--- src/rtl/prev_align_pkg.sv ---
package prev_align_pkg;

  // Strobes passed from control to datapath each cycle.
  typedef struct packed {
    logic push;       // write the input word into the FIFO
    logic pop;        // retire the FIFO head word to the output
    logic insertSel;  // output carries the placeholder instead of the head word
  } strobe_t;

  function automatic int cntWidth(input int n);
    return (n > 2) ? $clog2(n) : 1;
  endfunction

endpackage

--- src/rtl/pa_fifo.sv ---
module pa_fifo #(
  parameter int DATA_W = 32,
  parameter int DEPTH  = 8
) (
  input  logic              clk,
  input  logic              rst_n,
  input  logic              push,
  input  logic [DATA_W-1:0] wrData,
  input  logic              pop,
  output logic [DATA_W-1:0] head,
  output logic              full,
  output logic              empty
);
  localparam int PTR_W = (DEPTH > 1) ? $clog2(DEPTH) : 1;
  localparam int CNT_W = $clog2(DEPTH + 1);
  localparam logic [PTR_W-1:0] LAST_SLOT = PTR_W'(DEPTH - 1);
  localparam logic [CNT_W-1:0] FULL_CNT  = CNT_W'(DEPTH);

  logic [DATA_W-1:0] mem [DEPTH];
  logic [PTR_W-1:0]  wrPtr, rdPtr;
  logic [CNT_W-1:0]  fill;

  function automatic logic [PTR_W-1:0] nextPtr(input logic [PTR_W-1:0] p);
    return (p == LAST_SLOT) ? '0 : p + 1'b1;
  endfunction

  assign full  = (fill == FULL_CNT);
  assign empty = (fill == '0);
  assign head  = mem[rdPtr];

  always_ff @(posedge clk) begin
    if (push) mem[wrPtr] <= wrData;
  end

  always_ff @(posedge clk) begin
    if (!rst_n) begin
      wrPtr <= '0;
      rdPtr <= '0;
      fill  <= '0;
    end else begin
      if (push) wrPtr <= nextPtr(wrPtr);
      if (pop)  rdPtr <= nextPtr(rdPtr);
      case ({push, pop})
        2'b10:   fill <= fill + 1'b1;
        2'b01:   fill <= fill - 1'b1;
        default: fill <= fill;
      endcase
    end
  end

  // a write never lands on a full FIFO
  p_no_overflow_r7: assert property (@(posedge clk) disable iff (!rst_n)
    push |-> !full);

  // a forwarded word always comes from a stored entry
  p_no_underflow_r4: assert property (@(posedge clk) disable iff (!rst_n)
    pop |-> !empty);

endmodule

--- src/rtl/pa_ctrl.sv ---
module pa_ctrl
  import prev_align_pkg::*;
#(
  parameter int FRAME_LEN = 10
) (
  input  logic    clk,
  input  logic    rst_n,
  input  logic    inValid,
  output logic    inReady,
  output logic    outValid,
  input  logic    outReady,
  input  logic    fifoFull,
  input  logic    fifoEmpty,
  output strobe_t stb
);
  localparam int CNT_W = cntWidth(FRAME_LEN);
  localparam logic [CNT_W-1:0] LAST_POS = CNT_W'(FRAME_LEN - 1);

  logic [CNT_W-1:0] dropCnt;
  logic [CNT_W-1:0] insCnt;
  logic             waitFirst;
  logic             dropPos, inFire, outFire, atStart;

  function automatic logic [CNT_W-1:0] wrapInc(input logic [CNT_W-1:0] c);
    return (c == LAST_POS) ? '0 : c + 1'b1;
  endfunction

  // Dropping stage: the last position never needs FIFO space.
  always_comb begin
    dropPos = (dropCnt == LAST_POS);
    inReady = dropPos || !fifoFull;
    inFire  = inValid && inReady;
  end

  // Inserting stage: valid and data choice come from the same count value.
  always_comb begin
    atStart       = (insCnt == '0);
    outValid      = !waitFirst && (atStart || !fifoEmpty);
    outFire       = outValid && outReady;
    stb.push      = inFire && !dropPos;
    stb.pop       = outFire && !atStart;
    stb.insertSel = atStart;
  end

  always_ff @(posedge clk) begin
    if (!rst_n) begin
      dropCnt <= '0;
    end else if (inFire) begin
      dropCnt <= wrapInc(dropCnt);
    end
  end

  always_ff @(posedge clk) begin
    if (!rst_n) begin
      waitFirst <= 1'b1;
      insCnt    <= '0;
    end else if (waitFirst) begin
      insCnt <= '0;
      if (!fifoEmpty) waitFirst <= 1'b0;
    end else if (outFire) begin
      insCnt <= wrapInc(insCnt);
    end
  end

  // nothing leaves while no data has ever reached the FIFO
  p_silent_start_r2: assert property (@(posedge clk) disable iff (!rst_n)
    (waitFirst && fifoEmpty) |=> !outValid);

  // the drop position is always accepted
  p_drop_accept_r5: assert property (@(posedge clk) disable iff (!rst_n)
    (dropCnt == LAST_POS) |-> inReady);

  // a stalled output stays offered
  p_hold_valid_r6: assert property (@(posedge clk) disable iff (!rst_n)
    (outValid && !outReady) |=> outValid);

  // once started, a frame start offers the placeholder unconditionally
  p_placeholder_ready_r9: assert property (@(posedge clk) disable iff (!rst_n)
    (!waitFirst && insCnt == '0) |-> outValid);

endmodule

--- src/rtl/pa_datapath.sv ---
module pa_datapath
  import prev_align_pkg::*;
#(
  parameter int DATA_W     = 32,
  parameter int FIFO_DEPTH = 8
) (
  input  logic              clk,
  input  logic              rst_n,
  input  strobe_t           stb,
  input  logic [DATA_W-1:0] inData,
  output logic [DATA_W-1:0] outData,
  output logic              fifoFull,
  output logic              fifoEmpty
);
  localparam logic [DATA_W-1:0] PLACEHOLDER = '1;

  logic [DATA_W-1:0] headWord;

  pa_fifo #(
    .DATA_W(DATA_W),
    .DEPTH (FIFO_DEPTH)
  ) uLink (
    .clk   (clk),
    .rst_n (rst_n),
    .push  (stb.push),
    .wrData(inData),
    .pop   (stb.pop),
    .head  (headWord),
    .full  (fifoFull),
    .empty (fifoEmpty)
  );

  assign outData = stb.insertSel ? PLACEHOLDER : headWord;

endmodule

--- src/rtl/prev_elem_aligner.sv ---
module prev_elem_aligner
  import prev_align_pkg::*;
#(
  parameter int DATA_W     = 32,
  parameter int FRAME_LEN  = 10,
  parameter int FIFO_DEPTH = 8
) (
  input  logic              clk,
  input  logic              rst_n,
  input  logic              inValid,
  output logic              inReady,
  input  logic [DATA_W-1:0] inData,
  output logic              outValid,
  input  logic              outReady,
  output logic [DATA_W-1:0] outData
);
  strobe_t stb;
  logic    fifoFull, fifoEmpty;

  pa_ctrl #(
    .FRAME_LEN(FRAME_LEN)
  ) uCtrl (
    .clk      (clk),
    .rst_n    (rst_n),
    .inValid  (inValid),
    .inReady  (inReady),
    .outValid (outValid),
    .outReady (outReady),
    .fifoFull (fifoFull),
    .fifoEmpty(fifoEmpty),
    .stb      (stb)
  );

  pa_datapath #(
    .DATA_W    (DATA_W),
    .FIFO_DEPTH(FIFO_DEPTH)
  ) uData (
    .clk      (clk),
    .rst_n    (rst_n),
    .stb      (stb),
    .inData   (inData),
    .outData  (outData),
    .fifoFull (fifoFull),
    .fifoEmpty(fifoEmpty)
  );

  // a stalled output word does not change
  p_hold_data_r6: assert property (@(posedge clk) disable iff (!rst_n)
    (outValid && !outReady) |=> $stable(outData));

endmodule

--- config.mk ---
export PLATFORM = sky130hd
export DESIGN_NAME = prev_elem_aligner
export DESIGN_NICKNAME = d
export VERILOG_FILES = /design/src/rtl/prev_align_pkg.sv /design/src/rtl/pa_fifo.sv /design/src/rtl/pa_ctrl.sv /design/src/rtl/pa_datapath.sv /design/src/rtl/prev_elem_aligner.sv
export SDC_FILE = /design/constraint.sdc
export NUM_CORES = 1
export LEC_CHECK = 0
export ABC_AREA = 1
export BUFFER_PORTS_ARGS = -buffer_cell sky130_fd_sc_hd__buf_2
export CORE_UTILIZATION = 57
export DETAILED_ROUTE_END_ITERATION = 7
export GPL_TIMING_DRIVEN = 1
export PLACE_DENSITY_LB_ADDON = 0.05
export SETUP_SLACK_MARGIN = 0.15
export SYNTH_ARGS = -nofsm -noshare
export SYNTH_HDL_FRONTEND = slang
export SYNTH_SLANG_ARGS = --single-unit
--- constraint.sdc ---
create_clock -name clk -period 3.98 [get_ports clk]
set_clock_uncertainty 0.1 [all_clocks]
set_input_delay 1.194 -clock clk [delete_from_list [all_inputs] [get_ports clk]]
set_output_delay 1.194 -clock clk [all_outputs]
set_load 0.02 [all_outputs]
# After elaboration in Yosys (flattened, before gate mapping)
# Memories as Yosys holds them, arrays and structs flattened. A register that Yosys moved wholly into a read port is not among the register bits.
# Index checks and enable logic that the tools add are counted.
# classes
n_eq_ne,7
n_addsub,6
muxes,12
reduce_logical,16
bitwise_logic,1
# op_table
op,count
32-bit two-way mux,1
4-bit by 1-bit adder with 4-bit output (second input constant),3
4-bit equality test (second input constant),3
3-bit two-way mux,4
4-bit logical NOT,2
4-bit two-way mux,2
4-bit one-hot mux with 2 select lines,1
3-bit by 1-bit adder with 3-bit output (second input constant),2
3-bit equality test (second input constant),2
1-bit logical AND,5
1-bit logical NOT,5
1-bit two-way mux,4
4-bit by 1-bit subtractor with 4-bit output (second input constant),1
2-bit by 1-bit equality test with 1-bit output (second input constant),1
2-bit equality test (second input constant),1
1-bit logical OR,2
2-bit nonzero test,1
2-bit OR reduction,1
1-bit NOT,1
# word_totals
n_memories,1
regBits,19
ram_bits,256
input_bits,36
# memory_table
memory,depth,width,read_ports,rd_clocked_by_memory_dff,write_ports,line,text
uData.uLink.mem,8,32,1,1,1,pa_fifo.sv:19,logic [DATA_W-1:0] mem [DEPTH];

# Longest topological paths before layout
# logic_depth
depth_word,8
ltp_mapped,14

# Cells and area by module
# From an unflattened synthesis, not the netlist that was laid out.
# hier_totals
cells_unflattened,959
hier_area_um2,11467.2
# modules_own_cells
mod,n_inst,area_per_inst_um2,seq_area_each_um2,cells_each
pa_fifo,1,10626.4,7947.6,810
pa_ctrl,1,558.0,180.2,81
pa_datapath,1,282.8,0.0,68

# Worst setup path after synthesis
# Ideal clock, no wire load.
# synth_timing
path_type,input port to flip-flop
from,input port inValid
to,"memory uData.uLink.mem[1][0], enable pin"
arrival_time_ns,2.801
setup_ns,0.421
stages,4
path_slack_ns,0.658
cell_sequence,nand3_4 inv_2 nand2_2 nor2_1
# synth_via
elab_chain_cells,4
# synth_lines
element,line,text
start: declaration,prev_elem_aligner.sv:10,"input logic inValid,"
1-bit logical AND,pa_ctrl.sv:32,inFire = inValid && inReady;
1-bit logical AND,pa_ctrl.sv:40,stb.push = inFire && !dropPos;
1-bit two-way mux,pa_fifo.sv:32,if (push) mem[wrPtr] <= wrData;
1-bit two-way mux (implied by the code),pa_fifo.sv:32,
end: declaration,pa_fifo.sv:19,
# No other way between the ends.

==> impl_metrics.toml <==
[placement]
detailedPlacementHpwl_um = 12540
place_ws_ps = 1040
io_buffers = 69
place_congestion = 0.7683

[pwr]
leakage_nw = 4.643
power.density_mw_per_mm2 = 487.4
ir_drop_v = 0.0003726
power_mw = 6.259

[critical_path]
worst_setup_path_start_kind = "register"
r2r-start = "uCtrl.insCnt[1]"
reg2reg_depth = 14
critPathMaxStageDelay_ps = 400
r2r_setup_slack_ps = 1110
cp_max_fo = 36
worstReg2RegEnd = "uData.uLink.fill[2]"
worstPathCellList = "inv_4, buf_4, nand2_1, nand3_1, nand3_1, nand3_1, buf_2"
cp.required_ps = 2690
critPathKind = "reg -> out"
end_kind = "primary output"
crit_end = "outData[22]"
crit_slowest_cell = "buf_4"
cpMostUsedCell = "nand3_1"
crit_arrival_ps = 2220

[yosys]
synth_area_leaders = "edfxtp_1, nand3_1, nand2_1"
ys_types = 27
synth_area_per_cell_um2 = 11.67
yosys.area_share.adder_pct = 0.7780
syn_inst = 965
synth-xor-area-share_pct = 0.3112
ys_seq_area_share_pct = 72.20
ys_ff_latch = 278
netlist_area_mm2 = 0.01126
synthMuxAreaShare_pct = 0
synth_top_family_by_area = "simple AND/OR/NAND/NOR gates"
synth_nets = 1008
yosysTopAreaCell = "edfxtp_1"
netlist.area_leader.share_pct = 68.29
synth_compound_area_share_pct = 1.212
yosys_warnings = 0
synth-simple-area-share_pct = 22.36

[floorplanning]
fp.dieW_um = 142.5
rows = 51
initial_utilization_pct = 58.03
num_io_pins = 70
coreArea_mm2 = 0.01940
die-height_um = 142.5
die_area_mm2 = 0.02031

[cells_and_area]
post-route-util_pct = 66.21
layout_common_cells = "nand2_1, edfxtp_1, nand3_1"
final_common_cell = "nand2_1"
syn_to_final_growth_pct = 14.09
layout.nets = 1077
drive_gt1_share_pct = 14.80

[route]
vias = 7292
detail-route-antenna-nets = 0
drtIter0Drc = 513
via_per_inst = 5.524
wire_per_inst_um = 17.87
first_pass_iters = 5
drc = 0
wl_um = 23590

[clock_network]
clk_pin_slew_ps = 60
tritoncts = "yes"
cts-root-buf = "clkbuf_16"
clkSinkCount = 278
cts_resized = 0
numCtsBuffers = 29
worstSkewPairLatency_ps = 540
h-tree-depth = 1
max-clock-path-buffers = 3
hold_buffers = 0
cts_setup_buffers = 0

[worst_hold_path]
hp-class = "reg -> reg"

[timing]
whs_ps = 392.3
finalSetupTns_ps = 0
rsz0062_at_grt = "no"
worst_slew_pin_slew_ps = 901.6
setup_slack_ps = 461.2
fmax_ghz = 0.2842
maxSlewViolCount = 0
finalCritPeriodShare_pct = 88.41
finalCriticalPeriod_ps = 3519
finalHoldViolations = 0
slew_headroom_pct = 39.83
final-setup-viol-count = 0

[global_route]
grt_pass1_wl_um = 36420
grt_pass1_vias = 6826
grt_max_degree = 69
overflow = 0
grt_antenna_before_repair = 2
grt_usage_pct = 23.80

[run_status]
outcome = "complete, no violations"

[run]
drv_cap = 0
==> logic make-up (layout without fill, tap and decap cells) <==
group,after synthesis,after routing
buf+inv,81,170
simple gates,569,569
xor+xnor,4,4
other cells,0,1
fa+ha+maj,7,7
compound gates,26,26
flops,278,278
==> power by group <==
group	internal, mW	switching [mW]
logic	0.109	0.272
clock network	1.52	1.03
registers	3.30	0.0333
==> critical path: cells and delay by family (launching register included) <==
kind	cells	cell delay, ps
buf+inv	3	920
flops	1	360
simple gates	4	390
==> cells in the mapped netlist <==
cell type	count
nand3_1	236
nand4_1	4
a21oi_1	13
nand3_2	2
a21oi_2	1
xnor2_1	2
xor2_1	2
inv_1	25
or2_4	1
edfxtp_1	256
clkbuf_1	12
nor2_1	23
nand2_1	289
buf_2	39
nand3_4	1
and2_2	1
inv_2	4
buf_1	1
nor2_2	6
nand4_2	2
o21a_1	1
dfxtp_1	22
o21ai_1	2
ha_1	7
nor3_1	1
o21ai_0	9
nand2_2	3
==> metal layers <==
layer	vias to the layer above	GRT usage, %	share of wire [%]
li1	3535	-	-
met1	3481	31.88	43
met2	230	40.02	48
met3	44	3.365	6.1
met4	2	8.263	2.3
met5	-	0	0.072
==> registers in the layout, indices dropped and copies added, names as in the netlist, named ones only <==
register           count
uData.uLink.mem      256
uCtrl.dropCnt          4
uCtrl.insCnt           4
uData.uLink.fill       4
uData.uLink.rdPtr      3
uData.uLink.wrPtr      3
uCtrl.waitFirst        1
==> how the worst min path moves through the flow <==
stage                           from          endpoint  slack, ps  cells after the start
floorplan           uCtrl.dropCnt[1]  uCtrl.dropCnt[1]        350                      2
global placement    uCtrl.dropCnt[2]  uCtrl.dropCnt[2]        370                      2
detailed placement  uCtrl.dropCnt[2]  uCtrl.dropCnt[2]        380                      2
CTS                 uCtrl.dropCnt[2]  uCtrl.dropCnt[2]        390                      2
global route        uCtrl.dropCnt[1]  uCtrl.dropCnt[1]        410                      2
finish              uCtrl.dropCnt[2]  uCtrl.dropCnt[2]        390                      2
==> cell type report <==
cell class,count,area [µm²]
Sequential cell,278,8133
Fill cell,1488,6555
Multi-Input combinational cell,606,2826
Clock buffer,36,752.0
Timing Repair Buffer,90,540.5
Tap cell,265,331.6
Clock inverter,15,146.4
Inverter,29,111.4
Antenna cell,1,2.502
==> stage by stage <==
step,area [µm²],instances
4_1_cts,12840,1319
3_5_place_dp,11940,1268
2_1_floorplan,11260,965
5_1_grt,12840,1320
6_report,12840,1320
3_3_place_gp,11940,1268
(Power assumes the default switching activity.)
